`config.mk`:
```
export PLATFORM = sky130hd
export DESIGN_NAME = uart_csr_front
export DESIGN_NICKNAME = d
export VERILOG_FILES = /design/src/rtl/uart_csr_front.sv
export SDC_FILE = /design/constraint.sdc
export NUM_CORES = 1
export LEC_CHECK = 0
export BUFFER_PORTS_ARGS = -buffer_cell sky130_fd_sc_hd__buf_4
export CAP_MARGIN = 20
export CORE_UTILIZATION = 25
export CTS_CLUSTER_SIZE = 10
export DETAILED_ROUTE_END_ITERATION = 16
export PLACE_DENSITY = 0.59
export SYNTH_ARGS = -nofsm -noshare
export SYNTH_HDL_FRONTEND = slang
export SYNTH_SLANG_ARGS = --single-unit
```
`constraint.sdc`:
```
create_clock -name clk -period 3.7 [get_ports clk]
set_input_delay 0.37 -clock clk [delete_from_list [all_inputs] [get_ports clk]]
set_output_delay 0.37 -clock clk [all_outputs]
set_load 0.05 [all_outputs]
```
`src/rtl/uart_csr_front.sv`:
```
module uart_csr_front #(
  parameter int          ADDR_W    = 14,
  parameter logic [3:0]  BASE_SEL  = 4'hA,
  parameter int          DIV_W     = 16,
  parameter logic [DIV_W-1:0] DIV_RESET = 27
) (
  input  logic              clk,
  input  logic              rst_n,
  input  logic [ADDR_W-1:0] csr_addr,
  input  logic              csr_we,
  input  logic [31:0]       csr_wdata,
  output logic [31:0]       csr_rdata,
  output logic              tx_start,
  output logic [7:0]        tx_byte,
  input  logic              tx_busy,
  input  logic              tx_finish,
  input  logic              rx_done,
  input  logic [7:0]        rx_byte,
  output logic [DIV_W-1:0]  divisor,
  output logic              irq
);

  localparam logic [1:0] OFF_DATA = 2'd0;
  localparam logic [1:0] OFF_DIV  = 2'd1;
  localparam logic [1:0] OFF_STAT = 2'd2;
  localparam logic [1:0] OFF_CTRL = 2'd3;

  logic       sel, wstb;
  logic [1:0] off;
  logic [7:0] hold_q, rx_q;
  logic       hold_full, rx_ev, tx_done, rx_ie, tx_ie;
  logic       thre;

  assign sel  = csr_addr[ADDR_W-1:ADDR_W-4] == BASE_SEL;
  assign off  = csr_addr[1:0];
  assign wstb = sel & csr_we;
  assign thre = ~hold_full;

  logic unused_bits;
  assign unused_bits = ^{csr_wdata[31:DIV_W], csr_addr[ADDR_W-5:2]};

  assign tx_start = hold_full & ~tx_busy;
  assign tx_byte  = hold_q;
  assign irq      = (tx_ie & tx_done) | (rx_ie & rx_ev);

  always_ff @(posedge clk) begin
    if (!rst_n) begin
      hold_full <= 1'b0;
      hold_q    <= '0;
    end else if (wstb && off == OFF_DATA && !hold_full) begin
      hold_full <= 1'b1;
      hold_q    <= csr_wdata[7:0];
    end else if (tx_start) begin
      hold_full <= 1'b0;
    end
  end

  always_ff @(posedge clk) begin
    if (!rst_n) begin
      rx_ev   <= 1'b0;
      tx_done <= 1'b0;
      rx_q    <= '0;
    end else begin
      if (rx_done) begin
        rx_ev <= 1'b1;
        rx_q  <= rx_byte;
      end else if (wstb && off == OFF_STAT && csr_wdata[1]) begin
        rx_ev <= 1'b0;
      end
      if (tx_finish && !hold_full) tx_done <= 1'b1;
      else if (wstb && off == OFF_STAT && csr_wdata[2]) tx_done <= 1'b0;
    end
  end

  always_ff @(posedge clk) begin
    if (!rst_n) begin
      rx_ie   <= 1'b0;
      tx_ie   <= 1'b0;
      divisor <= DIV_RESET;
    end else if (wstb) begin
      if (off == OFF_CTRL) begin
        rx_ie <= csr_wdata[0];
        tx_ie <= csr_wdata[1];
      end
      if (off == OFF_DIV) divisor <= csr_wdata[DIV_W-1:0];
    end
  end

  always_ff @(posedge clk) begin
    if (!rst_n) csr_rdata <= '0;
    else if (!sel) csr_rdata <= '0;
    else begin
      case (off)
        OFF_DATA: csr_rdata <= {24'b0, rx_q};
        OFF_DIV:  csr_rdata <= 32'(divisor);
        OFF_STAT: csr_rdata <= {29'b0, tx_done, rx_ev, thre};
        default:  csr_rdata <= {30'b0, tx_ie, rx_ie};
      endcase
    end
  end

  p_rx_sets_r6: assert property (@(posedge clk) disable iff (!rst_n)
    rx_done |=> rx_ev);

  p_rx_sticky_r3: assert property (@(posedge clk) disable iff (!rst_n)
    (rx_ev && !csr_we) |=> rx_ev);

  p_tx_sticky_r8: assert property (@(posedge clk) disable iff (!rst_n)
    (tx_done && !csr_we) |=> tx_done);

  p_w1c_rx_r8: assert property (@(posedge clk) disable iff (!rst_n)
    (wstb && off == OFF_STAT && csr_wdata[1] && !rx_done) |=> !rx_ev);

  p_ctrl_quiet_r1: assert property (@(posedge clk) disable iff (!rst_n)
    !wstb |=> ($stable(rx_ie) && $stable(tx_ie) && $stable(divisor)));

  p_start_empties_r5: assert property (@(posedge clk) disable iff (!rst_n)
    (tx_start && !(wstb && off == OFF_DATA)) |=> thre);

  p_done_blocked_r7: assert property (@(posedge clk) disable iff (!rst_n)
    (tx_finish && hold_full && !tx_done) |=> !tx_done);

  p_foreign_read_r1: assert property (@(posedge clk) disable iff (!rst_n)
    !sel |=> csr_rdata == 32'd0);

endmodule

```
==> run metrics, run 1 <==
outcome complete, no violations; clock latency on the worst-skew pair 0.30 ns; crit path buf inv count 2; layout filler cell count 884; grt total ovfl 0; Power Density 366 nW/um2; Die H 95.5 um; fin crit period 1.74 ns; setup violators final 0; Critical Path RT 3.93 ns; GRT Total Usage 10.7%; # nets final 348; final hold violation count 0; PostCTS Resize Cnt 0; reg2reg start hold_full; worst reg-to-reg path cell count 3; clock-pin slew on the worst setup and hold paths 0.10 ns; largest net degree at the start of global routing 63; Max Slew Vio Count 0; share of cells above drive strength 1 30.8%; full die area 9120 um2; crit path launch csr_addr[12]; sequential power share 55.7%; Final ANT Viol Nets 0; NetSw 270 uW; Num CTS Buffers 5; first-pass GRT wire length 7.47 mm; crit path DAT 1.97 ns; Sw Ratio 25.8%; Crit Path Class in -> reg; clk_skew 0.00661 ns; Area Growth Syn to Fin 30.8%; Critical Path, Cell by Cell buf_4 -> and4bb_2 -> and4b_1 -> buf_4 -> mux2i_1; CP endpoint divisor[7]; maximum clock insertion buffer count 2; worst rel slew slack 62.7%; CP max-delay cell and4b_1; register area share after synthesis 48.6%; mean post-synth cell area 10.1 um2; Yosys cell types 25; Final WS setup 1.96 ns; RR Endpoint tx_byte[0]; Fmax achieved 0.575 GHz; routability cong. 0.685; vias 1657; #FFs+latches synth 53; delay-heaviest family, CP simple AND/OR/NAND/NOR gates; r2r setup slk 2.32 ns; FP Rows 33; diode count 0; max-cap viol count 0; Setup TNS Final 0 ns; crit path max fanout 9; number of synthesis warnings 0; Logic pwr share 11.6%; I/O pins 118; commonest cells after routing, fill and taps aside buf_4, dfxtp_1, nand2_1, mux2i_1, nor2b_1; final wirelength 4.82 mm; VDD IR max 0.000143 V; Hold Path Class in -> reg; most common cell after layout, fill and taps aside buf_4; # DRC 0; routed len/inst 12.2 um; Setup crit start kind input pin; Worst setup EP type flop; post-detailed-route via-to-cell ratio 4.21; Multi-input gate area 975 um2; H-tree levels 2; CTS tree built; antenna violations before repair 0; Crit path largest cell delay 0.55 ns; pre-CTS setup slack 1.61 ns; Synth Cell Area 2180 um2; clk root buf clkbuf_8; Tightest Pin Transition 0.559 ns; port bufs 77; internal power 777 uW; initial drt markers 22; Starting Density 26.2%; RSZ-0062 raised after global routing no; LEAKAGE 0.00133 uW; Post-CTS Setup Bufs 0; DR pass1 iterations 5; most used cell, CP buf_4; period utilization 47.0%; hpwl dp 3.51 mm; vias in the first global route 1504; Die W 95.5 um; synthesized instance count 217; core box area 8340 um2; hold_buf cts 0; Clock power frac 32.7%; CTS sink count 53; register area 1060 um2; WP depth 5
[power by group through the flow]
stage	registers (uW)	clock network [uW]	logic, uW
after floorplan	601	0	92.0
final	583	342	122
after global placement	596	0	122
after detailed placement	597	0	123
after global routing	584	383	132
after CTS	583	361	123
[through the flow]
| stage | std cells | cell area, um2 | hold WS, ns | total power, uW | utilization [%] |
|---|---|---|---|---|---|
| floorplan | 232 | 2240 | 0.448 | 693 | - |
| global placement | 386 | 2760 | 0.448 | 718 | 33.1 |
| detailed placement | 386 | 2760 | 0.461 | 720 | 33.1 |
| CTS | 394 | 2860 | 0.262 | 1070 | 34.2 |
| global route | 394 | 2860 | 0.261 | 1100 | 34.2 |
| finish | 394 | 2860 | 0.272 | 1050 | 34.2 |
[cells in the mapped netlist, drive strengths merged]
master  number  share of area (%)
a21boi       1               0.34
nor2b       18                5.2
inv          2               0.34
a21oi        1               0.23
nor2         6                1.0
mux4         2                2.1
conb         1               0.17
nand3b       2               0.69
a22o         1               0.40
buf         21                7.7
and4bb       1               0.57
a31oi        1               0.29
and2         8                2.3
nand4        1               0.29
nand2       40                6.9
o21ai        3               0.69
and3         3               0.86
nor4b        1               0.40
clkbuf       8                1.4
and4b        3                1.4
dfxtp       53                 49
mux2i       40                 18
[state kept, by name, summed over array words and instances, names as in the netlist]
name	cells
csr_rdata	16
divisor	16
hold_full	1
rx_ev	1
rx_ie	1
rx_q	8
tx_byte	8
tx_done	1
tx_ie	1
[final cells by class]
| class | instances | share of cell area, % |
|---|---|---|
| sequential | 53 | 37.1 |
| multi-input combinational | 148 | 34.1 |
| timing repair buffer | 78 | 20.5 |
| tap | 105 | 4.60 |
| clock buffer | 6 | 2.89 |
| clock inverter | 2 | 0.482 |
| inverter | 2 | 0.263 |
[metal layers]
metal / part of all wire [%] / routed length, um / track usage (%)
met1: 46 / 2200 / 13.9
met2: 47 / 2240 / 17.4
met3: 6.8 / 330 / 3.03
met4: 1.1 / 53 / 2.99
met5: 0 / 0 / 0
[worst register-to-register path, stage by stage (launching register included)]
cell     delay [ns]
dfxtp_1        0.35
nor4b_1        0.30
nand2_1        0.38
mux2i_1        0.22
[worst min path at each step]
stage | startpoint | end | depth (start not counted)
floorplan | rx_ie | rx_ie | 2
global placement | tx_byte[5] | tx_byte[5] | 2
detailed placement | tx_byte[0] | tx_byte[0] | 2
CTS | csr_wdata[1] | rx_ev | 2
global route | csr_wdata[1] | rx_ev | 2
finish | csr_wdata[1] | rx_ev | 2
[cell families (layout without fill, tap and decap cells)]
family	after synthesis	in the layout	synth area share, %
buf+inv	31	88	9.39
other cells	1	16	0.172
simple gates	83	83	19.5
flops	53	53	48.6
compound gates	7	7	1.95
mux	42	42	20.4
Note: power is estimated with default switching activity, not from simulation.
==> run 2: changes to the inputs <==
Settings changed: ABC_AREA set to 1.
Clock period 3.7 ns to 1.7 ns, I/O delays scaled along.
==> run 2 against run 1 <==
Effect of this change: design area grew 0.61%; first-iteration DRC count grew to 3.5 times the previous value; non-clock buffer count is 2 higher; combinational power up 130%; clock power rose to 3.0 times the previous value; register-to-register slack got worse by 1.8 ns; flip-flop and latch count unchanged; count of clock-buffer cells in the layout down 1; largest cell class unchanged; highest routed layer unchanged.
==> run metrics, run 2 <==
CTS tree built; outcome complete, no violations; grt total ovfl 0; most common cell in the netlist nor2_1; routability cong. 0.745; reg2reg start hold_full; FP Rows 33; Power Density 895 nW/um2; Worst Hold Depth 3; antenna violations before repair 0; port bufs 77; clock-pin slew on the worst setup and hold paths 0.10 ns; commonest cells after routing, fill and taps aside buf_4, nor2_1, dfxtp_1; Setup TNS Final 0 ns; post-detailed-route via-to-cell ratio 4.34; Multi-input gate area 901 um2; share of the synthesized area in the top cell type 49.6%; Die W 94.5 um; GRT Total Usage 12.7%; Crit path largest cell delay 0.34 ns; Die H 94.5 um; first-pass GRT wire length 8.69 mm; Critical Path, Cell by Cell a22o_1 -> buf_4; Synth area leader dfxtp_1; Hold Path Class in -> reg; Pwr Total 2570 uW; #FFs+latches synth 53; period utilization 72.5%; ys flop type dfxtp_1; fin crit period 1.23 ns; vias 1961; r2r setup slk 0.57 ns; hold_buf cts 0; clock latency on the worst-skew pair 0.30 ns; Area Growth Syn to Fin 34.5%; Worst setup EP type primary output; Max Slew Vio Count 0; synthesized instance count 270; Synth Cell Area 2140 um2; synth cell count leaders nor2_1, dfxtp_1, nand2_1; CTS sink count 53; initial drt markers 77; most common cell after layout, fill and taps aside buf_4; DR pass1 iterations 4; full die area 8920 um2; I/O pins 118; vias in the first global route 1787; Yosys cell types 26; Setup crit start kind flop; H-tree levels 2; layout filler cell count 890; Fmax achieved 0.812 GHz; share of cells above drive strength 1 30.3%; RR Endpoint tx_byte[4]; crit path DAT 1.06 ns; Post-synth ARST share 0%; final wirelength 5.55 mm; # nets final 406; # DRC 0; routed len/inst 12.3 um; Critical Path RT 1.53 ns; maximum clock insertion buffer count 2; hpwl dp 4.04 mm; Post-synth EDFFs 0; hold_sp csr_wdata[4]; register area 1060 um2; number of synthesis warnings 0; Largest regs csr_rdata (16), divisor (16); Starting Density 25.9%; VDD IR max 0.000345 V; PostCTS Resize Cnt 0; Crit Path Class reg -> out; Post-CTS Setup Bufs 0; setup violators final 0; Worst Hold End divisor[4]; crit path max fanout 3; RSZ-0062 raised after global routing no; mean post-synth cell area 7.92 um2; LEAKAGE 0.00128 uW; Area contributors post-synth dfxtp_1, nor2_1, nand2_1; final hold violation count 0; clk root buf clkbuf_8; register area share after synthesis 49.6%; clk_skew 0.00735 ns; Hold WS 0.0794 ns; diode count 0; max-cap viol count 0; Final ANT Viol Nets 0; worst reg-to-reg path cell count 4; core box area 8260 um2; CP max-delay cell dfxtp_1; largest net degree at the start of global routing 20; Num CTS Buffers 5
==> run 2: cell count changes after synthesis, sizes merged, moves of 5 or more <==
cell,delta
a21oi,+7
nor2b,-18
nand2,+15
o21bai,+8
nor2,+61
nor3,+8
o21ai,+17
inv,+8
nand3,+5
mux2i,-40
and2,-8
==> run 2: final cells by class <==
class | instances | share of cell area (%)
timing repair buffer | 80 | 20.9
clock buffer | 5 | 2.39
tap | 105 | 4.57
multi-input combinational | 195 | 31.3
inverter | 11 | 1.61
sequential | 53 | 36.9
clock inverter | 3 | 2.26
==> run 2: routing by layer <==
metal / part of all wire [%] / global-route usage, %
met1: 44 / 15.7
met2: 47 / 21.3
met3: 8.0 / 3.62
met4: 1.2 / 3.79
met5: 0 / 0
==> run 2: worst max path at each step <==
stage                  from        to  cells past startpoint
2_1_floorplan     hold_full  tx_start                      2
3_3_place_gp   csr_addr[12]     tx_ie                      9
3_5_place_dp   csr_addr[12]     tx_ie                      9
4_1_cts             tx_done       irq                      2
5_1_grt             tx_done       irq                      2
6_report            tx_done       irq                      2
==> run 2: power by group <==
part           switching (uW)  internal, uW  total (uW)
clock network             427           585        1010
logic                     195          87.5         283
registers                13.0          1260        1280
total                     636          1940        2570
==> run 2: kinds of logic after synthesis <==
| logic type | count (synthesis) | share of synthesized area (%) |
|---|---|---|
| AO/OA/AOI/OAI | 42 | 11.7 |
| buffers and inverters | 37 | 10.8 |
| flip-flops | 53 | 49.6 |
| other | 1 | 0.175 |
| AND/OR/NAND/NOR | 137 | 27.6 |
==> run 2: metrics by stage <==
| stage | area [um2] | utilization, % | worst slack [ns] | instances |
|---|---|---|---|---|
| after floorplan | 2190 | - | 0.504 | 285 |
| after global placement | 2740 | 33.2 | 0.327 | 444 |
| after detailed placement | 2740 | 33.2 | 0.313 | 444 |
| after CTS | 2870 | 34.8 | 0.451 | 452 |
| after global routing | 2870 | 34.8 | 0.407 | 452 |
| final | 2870 | 34.8 | 0.468 | 452 |
==> run 2: worst max-delay path: cells and delay by family, from the launching register on <==
family,cells,cell delay [ns]
flops,1,0.34
buf+inv,1,0.19
compound gates,1,0.24
==> run 3: changes to the inputs <==
Clock period 1.7 ns to 1.27 ns, I/O delays scaled along.
==> run 3 against run 2 <==
Effect of this change: count of clock-buffer cells in the layout unchanged; utilization up 0.76 points; register-to-register slack worse by 0.41 ns; clock power is 33% higher; sequential power up 34%; sequential share of layout area fell by 0.79 points; setup slack worse by 0.38 ns; power is 34% higher; global-route usage is 0.28 points higher; largest cell class unchanged; highest routed layer unchanged.
==> run metrics, run 3 (synthesis results as in run 2) <==
Crit Path Class reg -> out; initial drt markers 50; Max Slew Vio Count 0; final hold violation count 0; routability cong. 0.769; DR pass1 iterations 4; Starting Density 25.9%; fin crit period 1.19 ns; first-pass GRT wire length 8.89 mm; H-tree levels 2; outcome complete, no violations; FP Rows 33; placed cells 449; commonest cells after routing, fill and taps aside buf_4, nor2_1, dfxtp_1; crit path DAT 1.06 ns; Post-Layout Cell Count 457; clock-pin slew on the worst setup and hold paths 0.10 ns; Hold Path Class in -> reg; post-detailed-route via-to-cell ratio 4.16; Area Growth Syn to Fin 37.4%; clock latency on the worst-skew pair 0.30 ns; CTS sink count 53; port bufs 77; VDD IR max 0.000598 V; period utilization 93.5%; layout filler cell count 884; crit path max fanout 3; Worst setup EP type primary output; hold_buf cts 0; full die area 8920 um2; vias in the first global route 1823; Setup TNS Final 0 ns; LEAKAGE 0.00131 uW; clk root buf clkbuf_8; antenna violations before repair 0; # DRC 0; max-cap viol count 0; setup violators final 0; diode count 0; Fmax achieved 0.843 GHz; I/O pins 118; maximum clock insertion buffer count 2; RSZ-0062 raised after global routing no; Final ANT Viol Nets 0; Post-CTS Setup Bufs 0; # nets final 411; Power Density 1170 nW/um2; Num CTS Buffers 5; core box area 8260 um2; largest net degree at the start of global routing 20; hpwl dp 4.09 mm; share of cells above drive strength 1 31.3%; Die H 94.5 um; most common cell after layout, fill and taps aside buf_4; CTS tree built; grt total ovfl 0; routed len/inst 11.9 um; clk_skew 0.00663 ns; Critical Path RT 1.14 ns; GRT Total Usage 13.0%; Largest regs csr_rdata (16), divisor (16); Die W 94.5 um; final wirelength 5.45 mm; vias 1902; PostCTS Resize Cnt 0; Setup crit start kind flop
## run 3: cell types whose count changed in the layout (fill, tap and decap cells not counted), sizes merged
cell  before  now
buf       80   85
## run 3: critical path: stages, from the launching register on
cell and delay (ns):
dfxtp_1 0.34, a22o_1 0.23, buf_4 0.19
## run 3: report_power, final
group / leakage [uW] / switching [uW] / total, uW / internal, uW
Sequential: 0.000430 / 17.2 / 1710 / 1690
Combinational: 0.000817 / 263 / 387 / 124
Clock: 0.0000681 / 561 / 1340 / 783
Total: 0.00131 / 841 / 3440 / 2600
## run 3: stage by stage
step / setup slack [ns] / power, uW / area, um2 / hold slack (ns) / utilization [%]
2_1_floorplan: 0.117 / 2020 / 2190 / 0.240 / -
3_3_place_gp: 0.0597 / 2130 / 2800 / 0.354 / 33.9
3_5_place_dp: -0.00890 / 2140 / 2800 / 0.358 / 33.9
4_1_cts: 0.0681 / 3480 / 2940 / 0.0357 / 35.6
5_1_grt: 0.0172 / 3600 / 2940 / 0.0332 / 35.6
6_report: 0.0831 / 3440 / 2940 / 0.0427 / 35.6
## run 3: worst paths after layout
kind	start	end	slack (ns)	cells after the start
hold / removal	csr_wdata[4]	divisor[4]	0.04	3
hold reg to reg	divisor[8]	csr_rdata[8]	0.47	2
setup reg to reg	hold_full	tx_byte[0]	0.16	5
setup / recovery	tx_done	irq	0.08	2
## run 3: final cells by class
class	count	area [um2]	share of cell area, %
clock buffer	5	68.8	2.34
inverter	11	46.3	1.58
timing repair buffer	85	663	22.6
tap	105	131	4.47
multi-input combinational	195	901	30.7
sequential	53	1060	36.1
clock inverter	3	65.1	2.22
## run 3: layer usage
layer  up-vias  global-route usage, %  wire length (um)
met4         0                   3.03                46
met3         6                   2.74               293
met5         -                      0                 0
met2        61                   21.9              2590
li1        990                      -                 -
met1       845                   16.9              2510
